**src/rtl/twi_cfg_pkg.sv**
```systemverilog
package twi_cfg_pkg;

  localparam int unsigned BYTE_W    = 8;
  localparam int unsigned PTR_W     = 8;
  localparam int unsigned NUM_SLOTS = 11;
  localparam int unsigned SLOT_W    = $clog2(NUM_SLOTS);
  localparam int unsigned CNT_W     = $clog2(BYTE_W + 1);

  typedef enum logic [2:0] {
    ST_IDLE,
    ST_RX,
    ST_ACK,
    ST_TX,
    ST_MACK,
    ST_WAIT
  } bus_state_e;

  typedef enum logic [1:0] {
    RX_DEV,
    RX_PTR,
    RX_DATA
  } rx_kind_e;

  // Returns {implemented, slot index}; slot order sets the cfg_o layout.
  function automatic logic [SLOT_W:0] slot_of(input logic [PTR_W-1:0] a);
    logic [SLOT_W:0] r;
    case (a)
      8'h09:   r = {1'b1, SLOT_W'(0)};
      8'h0C:   r = {1'b1, SLOT_W'(1)};
      8'h12:   r = {1'b1, SLOT_W'(2)};
      8'h13:   r = {1'b1, SLOT_W'(3)};
      8'h40:   r = {1'b1, SLOT_W'(4)};
      8'h41:   r = {1'b1, SLOT_W'(5)};
      8'h42:   r = {1'b1, SLOT_W'(6)};
      8'h44:   r = {1'b1, SLOT_W'(7)};
      8'h45:   r = {1'b1, SLOT_W'(8)};
      8'h46:   r = {1'b1, SLOT_W'(9)};
      8'h47:   r = {1'b1, SLOT_W'(10)};
      default: r = '0;
    endcase
    return r;
  endfunction

  function automatic logic [PTR_W-1:0] ptr_step(input logic [PTR_W-1:0] p);
    return p + PTR_W'(1);
  endfunction

  function automatic logic dev_match(input logic [BYTE_W-1:0] b,
                                     input logic [6:0] dev);
    return b[BYTE_W-1:1] == dev;
  endfunction

endpackage

```
**src/rtl/twi_line_events.sv**
```systemverilog
module twi_line_events (
  input  logic clk,
  input  logic rst_n,
  input  logic scl_i,
  input  logic sda_i,
  output logic scl_rise_o,
  output logic scl_fall_o,
  output logic start_o,
  output logic stop_o
);

  logic scl_q;
  logic sda_q;

  always_ff @(posedge clk or negedge rst_n) begin
    if (!rst_n) begin
      scl_q <= 1'b1;
      sda_q <= 1'b1;
    end else begin
      scl_q <= scl_i;
      sda_q <= sda_i;
    end
  end

  assign scl_rise_o = scl_i & ~scl_q;
  assign scl_fall_o = ~scl_i & scl_q;
  assign start_o    = scl_i & scl_q & sda_q & ~sda_i;
  assign stop_o     = scl_i & scl_q & ~sda_q & sda_i;

endmodule

```
**src/rtl/twi_frame_engine.sv**
```systemverilog
module twi_frame_engine
  import twi_cfg_pkg::*;
#(
  parameter logic [6:0] DEV_ADDR = 7'h69
) (
  input  logic              clk,
  input  logic              rst_n,
  input  logic              scl_i,
  input  logic              sda_i,
  input  logic              scl_rise_i,
  input  logic              scl_fall_i,
  input  logic              start_i,
  input  logic              stop_i,
  input  logic [BYTE_W-1:0] rd_data_i,
  output logic              sda_pull_o,
  output logic              wr_en_o,
  output logic [PTR_W-1:0]  reg_addr_o,
  output logic [BYTE_W-1:0] wr_data_o
);

  localparam logic [CNT_W-1:0] LAST_BIT = CNT_W'(BYTE_W - 1);
  localparam logic [CNT_W-1:0] FULL_CNT = CNT_W'(BYTE_W);

  bus_state_e        st_q;
  rx_kind_e          kind_q;
  logic [CNT_W-1:0]  bitcnt_q;
  logic [BYTE_W-1:0] sr_q;
  logic [BYTE_W-1:0] tx_q;
  logic [PTR_W-1:0]  ptr_q;
  logic              rw_q;
  logic              pull_q;
  logic              mack_q;

  // Named internal events
  logic byte_done;
  logic dev_hit;
  logic ack_end;
  logic tx_load;
  logic mack_end;

  assign byte_done = (st_q == ST_RX) && scl_fall_i && (bitcnt_q == FULL_CNT);
  assign dev_hit   = byte_done && (kind_q == RX_DEV) && dev_match(sr_q, DEV_ADDR);
  assign ack_end   = (st_q == ST_ACK) && scl_fall_i;
  assign mack_end  = (st_q == ST_MACK) && scl_fall_i;
  assign tx_load   = (ack_end && (kind_q == RX_DEV) && rw_q) || (mack_end && mack_q);
  assign wr_en_o   = byte_done && (kind_q == RX_DATA);

  assign reg_addr_o = ptr_q;
  assign wr_data_o  = sr_q;
  assign sda_pull_o = pull_q;

  always_ff @(posedge clk or negedge rst_n) begin
    if (!rst_n) begin
      st_q     <= ST_IDLE;
      kind_q   <= RX_DEV;
      bitcnt_q <= '0;
      sr_q     <= '0;
      tx_q     <= '0;
      ptr_q    <= '0;
      rw_q     <= 1'b0;
      pull_q   <= 1'b0;
      mack_q   <= 1'b0;
    end else if (start_i) begin
      st_q     <= ST_RX;
      kind_q   <= RX_DEV;
      bitcnt_q <= '0;
      pull_q   <= 1'b0;
    end else if (stop_i) begin
      st_q     <= ST_IDLE;
      pull_q   <= 1'b0;
    end else if (tx_load) begin
      st_q     <= ST_TX;
      bitcnt_q <= '0;
      tx_q     <= rd_data_i;
      pull_q   <= ~rd_data_i[BYTE_W-1];
      ptr_q    <= ptr_step(ptr_q);
    end else begin
      case (st_q)
        ST_RX: begin
          if (scl_rise_i && (bitcnt_q < FULL_CNT)) begin
            sr_q     <= {sr_q[BYTE_W-2:0], sda_i};
            bitcnt_q <= bitcnt_q + CNT_W'(1);
          end else if (byte_done) begin
            case (kind_q)
              RX_DEV: begin
                if (dev_hit) begin
                  rw_q   <= sr_q[0];
                  st_q   <= ST_ACK;
                  pull_q <= 1'b1;
                end else begin
                  st_q   <= ST_WAIT;
                end
              end
              RX_PTR: begin
                ptr_q  <= sr_q;
                st_q   <= ST_ACK;
                pull_q <= 1'b1;
              end
              default: begin
                ptr_q  <= ptr_step(ptr_q);
                st_q   <= ST_ACK;
                pull_q <= 1'b1;
              end
            endcase
          end
        end
        ST_ACK: begin
          if (ack_end) begin
            pull_q   <= 1'b0;
            bitcnt_q <= '0;
            st_q     <= ST_RX;
            kind_q   <= (kind_q == RX_DEV) ? RX_PTR : RX_DATA;
          end
        end
        ST_TX: begin
          if (scl_fall_i) begin
            if (bitcnt_q == LAST_BIT) begin
              pull_q <= 1'b0;
              mack_q <= 1'b0;
              st_q   <= ST_MACK;
            end else begin
              bitcnt_q <= bitcnt_q + CNT_W'(1);
              tx_q     <= {tx_q[BYTE_W-2:0], 1'b0};
              pull_q   <= ~tx_q[BYTE_W-2];
            end
          end
        end
        ST_MACK: begin
          if (scl_rise_i) begin
            mack_q <= ~sda_i;
          end else if (mack_end) begin
            st_q <= ST_WAIT;
          end
        end
        default: begin
        end
      endcase
    end
  end

  AST_PULL_SCL_LOW: assert property (@(posedge clk) disable iff (!rst_n)
    (pull_q != $past(pull_q)) |-> !scl_i);

  AST_ACK_HELD_HIGH: assert property (@(posedge clk) disable iff (!rst_n)
    ((st_q == ST_ACK) && scl_i) |-> pull_q);

  AST_WAIT_RELEASED: assert property (@(posedge clk) disable iff (!rst_n)
    (st_q == ST_WAIT) |-> !pull_q);

  AST_PTR_STEP: assert property (@(posedge clk) disable iff (!rst_n)
    wr_en_o |=> (ptr_q == $past(ptr_q) + 8'd1));

endmodule

```
**src/rtl/twi_cfg_bank.sv**
```systemverilog
module twi_cfg_bank
  import twi_cfg_pkg::*;
(
  input  logic                        clk,
  input  logic                        rst_n,
  input  logic                        wr_en_i,
  input  logic [PTR_W-1:0]            addr_i,
  input  logic [BYTE_W-1:0]           wr_data_i,
  output logic [BYTE_W-1:0]           rd_data_o,
  output logic [NUM_SLOTS*BYTE_W-1:0] cfg_flat_o
);

  logic [SLOT_W:0]                       hit;
  logic                                  addr_impl;
  logic [SLOT_W-1:0]                     slot;
  logic [NUM_SLOTS-1:0][BYTE_W-1:0]      regs_w;

  assign hit       = slot_of(addr_i);
  assign addr_impl = hit[SLOT_W];
  assign slot      = hit[SLOT_W-1:0];

  for (genvar g = 0; g < NUM_SLOTS; g++) begin : g_slot
    logic              sel;
    logic [BYTE_W-1:0] q;
    assign sel = wr_en_i && addr_impl && (slot == SLOT_W'(g));
    always_ff @(posedge clk or negedge rst_n) begin
      if (!rst_n)   q <= '0;
      else if (sel) q <= wr_data_i;
    end
    assign regs_w[g] = q;
    assign cfg_flat_o[g*BYTE_W +: BYTE_W] = q;
  end

  always_comb begin
    rd_data_o = '0;
    for (int k = 0; k < NUM_SLOTS; k++) begin
      if (addr_impl && (slot == SLOT_W'(k))) rd_data_o = regs_w[k];
    end
  end

  AST_RSV_WRITE_DROP: assert property (@(posedge clk) disable iff (!rst_n)
    (wr_en_i && !addr_impl) |=> $stable(cfg_flat_o));

endmodule

```
**src/rtl/twi_cfg_slave.sv**
```systemverilog
module twi_cfg_slave
  import twi_cfg_pkg::*;
#(
  parameter logic [6:0] DEV_ADDR = 7'h69
) (
  input  logic                        clk,
  input  logic                        rst_n,
  input  logic                        scl_i,
  input  logic                        sda_i,
  output logic                        sda_pull_o,
  output logic [NUM_SLOTS*BYTE_W-1:0] cfg_o
);

  logic              scl_rise;
  logic              scl_fall;
  logic              start_ev;
  logic              stop_ev;
  logic              wr_en;
  logic [PTR_W-1:0]  reg_addr;
  logic [BYTE_W-1:0] wr_data;
  logic [BYTE_W-1:0] rd_data;

  twi_line_events u_events (
    .clk       (clk),
    .rst_n     (rst_n),
    .scl_i     (scl_i),
    .sda_i     (sda_i),
    .scl_rise_o(scl_rise),
    .scl_fall_o(scl_fall),
    .start_o   (start_ev),
    .stop_o    (stop_ev)
  );

  twi_frame_engine #(.DEV_ADDR(DEV_ADDR)) u_engine (
    .clk       (clk),
    .rst_n     (rst_n),
    .scl_i     (scl_i),
    .sda_i     (sda_i),
    .scl_rise_i(scl_rise),
    .scl_fall_i(scl_fall),
    .start_i   (start_ev),
    .stop_i    (stop_ev),
    .rd_data_i (rd_data),
    .sda_pull_o(sda_pull_o),
    .wr_en_o   (wr_en),
    .reg_addr_o(reg_addr),
    .wr_data_o (wr_data)
  );

  twi_cfg_bank u_bank (
    .clk       (clk),
    .rst_n     (rst_n),
    .wr_en_i   (wr_en),
    .addr_i    (reg_addr),
    .wr_data_i (wr_data),
    .rd_data_o (rd_data),
    .cfg_flat_o(cfg_o)
  );

  AST_NO_PULL_AFTER_STOP: assert property (@(posedge clk) disable iff (!rst_n)
    stop_ev |=> !sda_pull_o);

endmodule

```
**config.mk**
```make
export PLATFORM = sky130hd
export DESIGN_NAME = twi_cfg_slave
export DESIGN_NICKNAME = d
export VERILOG_FILES = /design/src/rtl/twi_cfg_pkg.sv /design/src/rtl/twi_line_events.sv /design/src/rtl/twi_frame_engine.sv /design/src/rtl/twi_cfg_bank.sv /design/src/rtl/twi_cfg_slave.sv
export SDC_FILE = /design/constraint.sdc
export NUM_CORES = 1
export LEC_CHECK = 0
export BUFFER_PORTS_ARGS = -buffer_cell sky130_fd_sc_hd__buf_2
export CAP_MARGIN = 20
export CORE_ASPECT_RATIO = 0.6
export CORE_MARGIN = 2
export CORE_UTILIZATION = 50
export DETAILED_ROUTE_END_ITERATION = 8
export PLACE_DENSITY_LB_ADDON = 0.08
export SYNTH_ARGS = -nofsm -noshare
export SYNTH_HDL_FRONTEND = slang
export SYNTH_HIERARCHICAL = 1
export SYNTH_SLANG_ARGS = --single-unit
```
**constraint.sdc**
```tcl
create_clock -name clk -period 2.7 [get_ports clk]
set_input_delay 0.405 -clock clk [delete_from_list [all_inputs] [get_ports clk]]
set_output_delay 0.405 -clock clk [all_outputs]
set_load 0.1 [all_outputs]
```
==> impl_metrics.toml <==
[outcome]
outcome = "finished clean"

[min_path]
hold_end = "u_events/scl_q$_DFF_PN1_"
whs_path_depth = 1
hold_class = "primary input to register"
hold_start = "scl_i"

[yosys]
ys.warnings.count = 6
synthDistinctLibCells = 80
synthFlopType = "dfrtp_1"
synth_area_per_cell_sq_um = 11.4
synthArstFlopShare = 1.00
synth_edf_count = 0
synth_area_sq_um = 6530
ys_ff_latch = 125
ys_seq_area_frac = 0.480
synth_cells = 573
syn-num-nets = 580

[setup_path]
reg2reg_from = "u_engine/reg_addr_o[5]$_DFFE_PN0P_"
cp_data_required_time_ps = 2990
path_max_fanout = 10
path_class = "register to register"
ff2ff_path_depth = 9
critPathLaunchType = "register"
critPathCaptureType = "register"
r2r-end = "u_bank/g_slot[1].q[5]$_DFFE_PN0P_"
crit_arrival_ps = 2880
r2r_slack_ps = 110

[timing]
relSlewSlack = 0.460
max_slew.worst_pin.slew_ps = 805
fmax_mhz = 386
post-route-period-util = 0.960
setup_tns_ps = 0
finClkSkew_ps = 14.6
setup_violations = 0
finalHoldViolCount = 0
min_period_ps = 2590
slew_violations = 0

[cells_and_area]
final_area_sq_um = 8160
final_util = 0.639
num-nets-final = 713
n_antenna_cell = 0
drive_gt1_frac = 0.444
area_growth_pct = 25.0

[placed_design]
place_area_sq_um = 7490
routabilityCongestion = 0.981
io_buffers = 92
hpwl_mm = 14.7

[power_and_ir_drop]
irDropWorstVdd_uv = 414
p_leak_uw = 0.00404
cellPowerDensity_nw_per_um2 = 837

[clock_tree]
clock_path_buffers = 2
root_buffer = "clkbuf_16"
path_clk_slew_ps = 60
h-tree-depth = 4
insertion_delay_ps = 420
cts_sinks = 125
cts_made_buffers = 17
cts_tree = "built"

[routing]
vias = 5569
ant_nets = 0
routed_wl_mm = 20.2
drtIter0Drc = 495
viasPerCell = 6.26
drc = 0
wl_per_cell_um = 22.7
dr.pass1.iters = 6

[floorplanning]
dieArea_sq_um = 14000
start_util = 0.511
ioPinCount = 93
rows = 32
fp.dieW_um = 151
die_y_um = 92.5
design.core.area_sq_um = 12800

[global_routing]
grt_pass1_wl_mm = 31.3
grt_remaining_overflow = 0
grt_max_degree = 61
track_usage = 0.300
antenna_found_initial = 0
grt_pass1_vias = 5373

[flow_run]
maxCapViolations = 0
-- repair_timing --
item / in CTS / in global routing
buffers inserted: 0 / 2
hold buffers: 1 / 0
gates resized for setup: 0 / 16
endpoints found under the setup margin: 0 / 19
endpoints found under the hold margin: 36 / 0
-- placed cells by master (no fill, tap or decap), types with 5 or more instances in the layout --
master and n:
nor2_1 31, a221oi_1 8, nand2_1 31, a31oi_1 9, buf_4 45, a222oi_1 6
buf_2 91, nor2b_1 8, and3_1 8, o22a_1 8, dfrtp_1 121, and4b_1 5
nand2b_1 5, inv_1 10, nand3_1 15, a21oi_1 25, o211ai_1 6, clkbuf_16 17
buf_12 5, nor3b_1 6, nand4_1 7, mux2_2 101, nor3_1 7, o22ai_1 6
mux2i_1 7, o21ai_0 20
-- per-layer routing --
metal / GRT usage / share of wire / up-vias
li1: - / - / 2445
met1: 0.471 / 0.48 / 2819
met2: 0.411 / 0.41 / 281
met3: 0.0788 / 0.097 / 24
met4: 0.0640 / 0.011 / 0
met5: 0 / 0 / -
-- report_power, final --
part           internal (uW)  switching [uW]
sequential              2050             282
clock                   1330             945
combinational            882            1340
-- worst max-delay path by stage --
stage | from | end | slack (ps) | depth (start not counted)
2_1_floorplan | u_engine/reg_addr_o[5]$_DFFE_PN0P_ | u_engine/tx_q[3]$_DFFE_PN0P_ | 90 | 11
6_report | u_engine/reg_addr_o[5]$_DFFE_PN0P_ | u_bank/g_slot[1].q[5]$_DFFE_PN0P_ | 110 | 9
5_1_grt | u_engine/reg_addr_o[6]$_DFFE_PN0P_ | u_engine/tx_q[2]$_DFFE_PN0P_ | -40 | 10
3_5_place_dp | u_engine/reg_addr_o[5]$_DFFE_PN0P_ | u_engine/sda_pull_o$_DFFE_PN0P_ | 7 | 9
4_1_cts | u_engine/reg_addr_o[6]$_DFFE_PN0P_ | u_engine/sda_pull_o$_DFFE_PN0P_ | 20 | 9
3_3_place_gp | u_engine/reg_addr_o[5]$_DFFE_PN0P_ | u_engine/tx_q[3]$_DFFE_PN0P_ | 110 | 10
-- worst max-delay path, cell delays in order, from the launching register on --
cell and delay, ps:
dfrtp_1 420, or4b_1 560, buf_6 170, nor2_8 150, nand2_2 70, a21oi_2 180
o21ai_4 170, nor4_4 240, buf_12 180, mux2_2 340
-- through the flow --
step           hold WS, ps  total power, uW  setup slack [ps]  instances
6_report               124             6830               109        889
4_1_cts                115             6710              18.9        887
3_3_place_gp           395             4370               109        854
3_5_place_dp           398             4430              6.53        854
5_1_grt                108             7130             -43.3        889
2_1_floorplan          109             3710              85.4        573
-- cells in the mapped netlist, drive strengths merged, types with 2 or more instances --
| cell | count | area share |
|---|---|---|
| nor2b | 8 | 0.0077 |
| nor4b | 4 | 0.0073 |
| and4b | 5 | 0.0077 |
| or3 | 4 | 0.0038 |
| nand4b | 4 | 0.0054 |
| mux2i | 7 | 0.011 |
| a221oi | 9 | 0.013 |
| inv | 10 | 0.0058 |
| nand3 | 15 | 0.012 |
| o21ai | 23 | 0.019 |
| dfrtp | 123 | 0.47 |
| o211ai | 6 | 0.0069 |
| or3b | 2 | 0.0027 |
| a211o | 2 | 0.0029 |
| and3b | 2 | 0.0027 |
| clkbuf | 19 | 0.011 |
| a222oi | 6 | 0.0092 |
| o22ai | 6 | 0.0058 |
| o31ai | 2 | 0.0031 |
| nand2 | 34 | 0.021 |
| or4b | 2 | 0.0031 |
| mux2 | 103 | 0.18 |
| a22oi | 2 | 0.0023 |
| a311o | 2 | 0.0033 |
| nor2 | 38 | 0.028 |
| and3 | 9 | 0.0086 |
| nand4 | 7 | 0.0067 |
| nand3b | 3 | 0.0035 |
| or2 | 3 | 0.0029 |
| nor3 | 10 | 0.010 |
| ha | 3 | 0.0058 |
| nand2b | 6 | 0.0058 |
| a211oi | 4 | 0.0046 |
| dfstp | 2 | 0.0081 |
| a21oi | 27 | 0.022 |
| buf | 11 | 0.011 |
| nor3b | 9 | 0.013 |
| nor4 | 5 | 0.0090 |
| o221ai | 2 | 0.0027 |
| o22a | 8 | 0.011 |
| a31oi | 9 | 0.0086 |
-- cell families after synthesis --
logic type	Yosys count	synth area share
flops	125	0.480
mux	110	0.188
simple gates	176	0.169
xor+xnor	1	0.00134
buf+inv	40	0.0274
fa+ha+maj	3	0.00575
compound gates	118	0.128
-- flip-flops by register name, indices dropped and copies added (netlist names) --
signal / count
u_bank/g_slot.q: 88
u_engine/bitcnt_q: 4
u_engine/kind_q: 2
u_engine/mack_q: 1
u_engine/reg_addr_o: 8
u_engine/rw_q: 1
u_engine/sda_pull_o: 1
u_engine/st_q: 3
u_engine/tx_q: 7
u_engine/wr_data_o: 8
u_events/scl_q: 1
u_events/sda_q: 1
-- cell type report --
cell class                      instances  area [sq um]
Tap cell                              170           213
Inverter                               10          37.5
Fill cell                            1019          4610
Sequential cell                       125          3130
Clock buffer                           18           439
Clock inverter                         14           149
Timing Repair Buffer                  144           926
Multi-Input combinational cell        408          3260
Power figures use the tool's default switching activity.
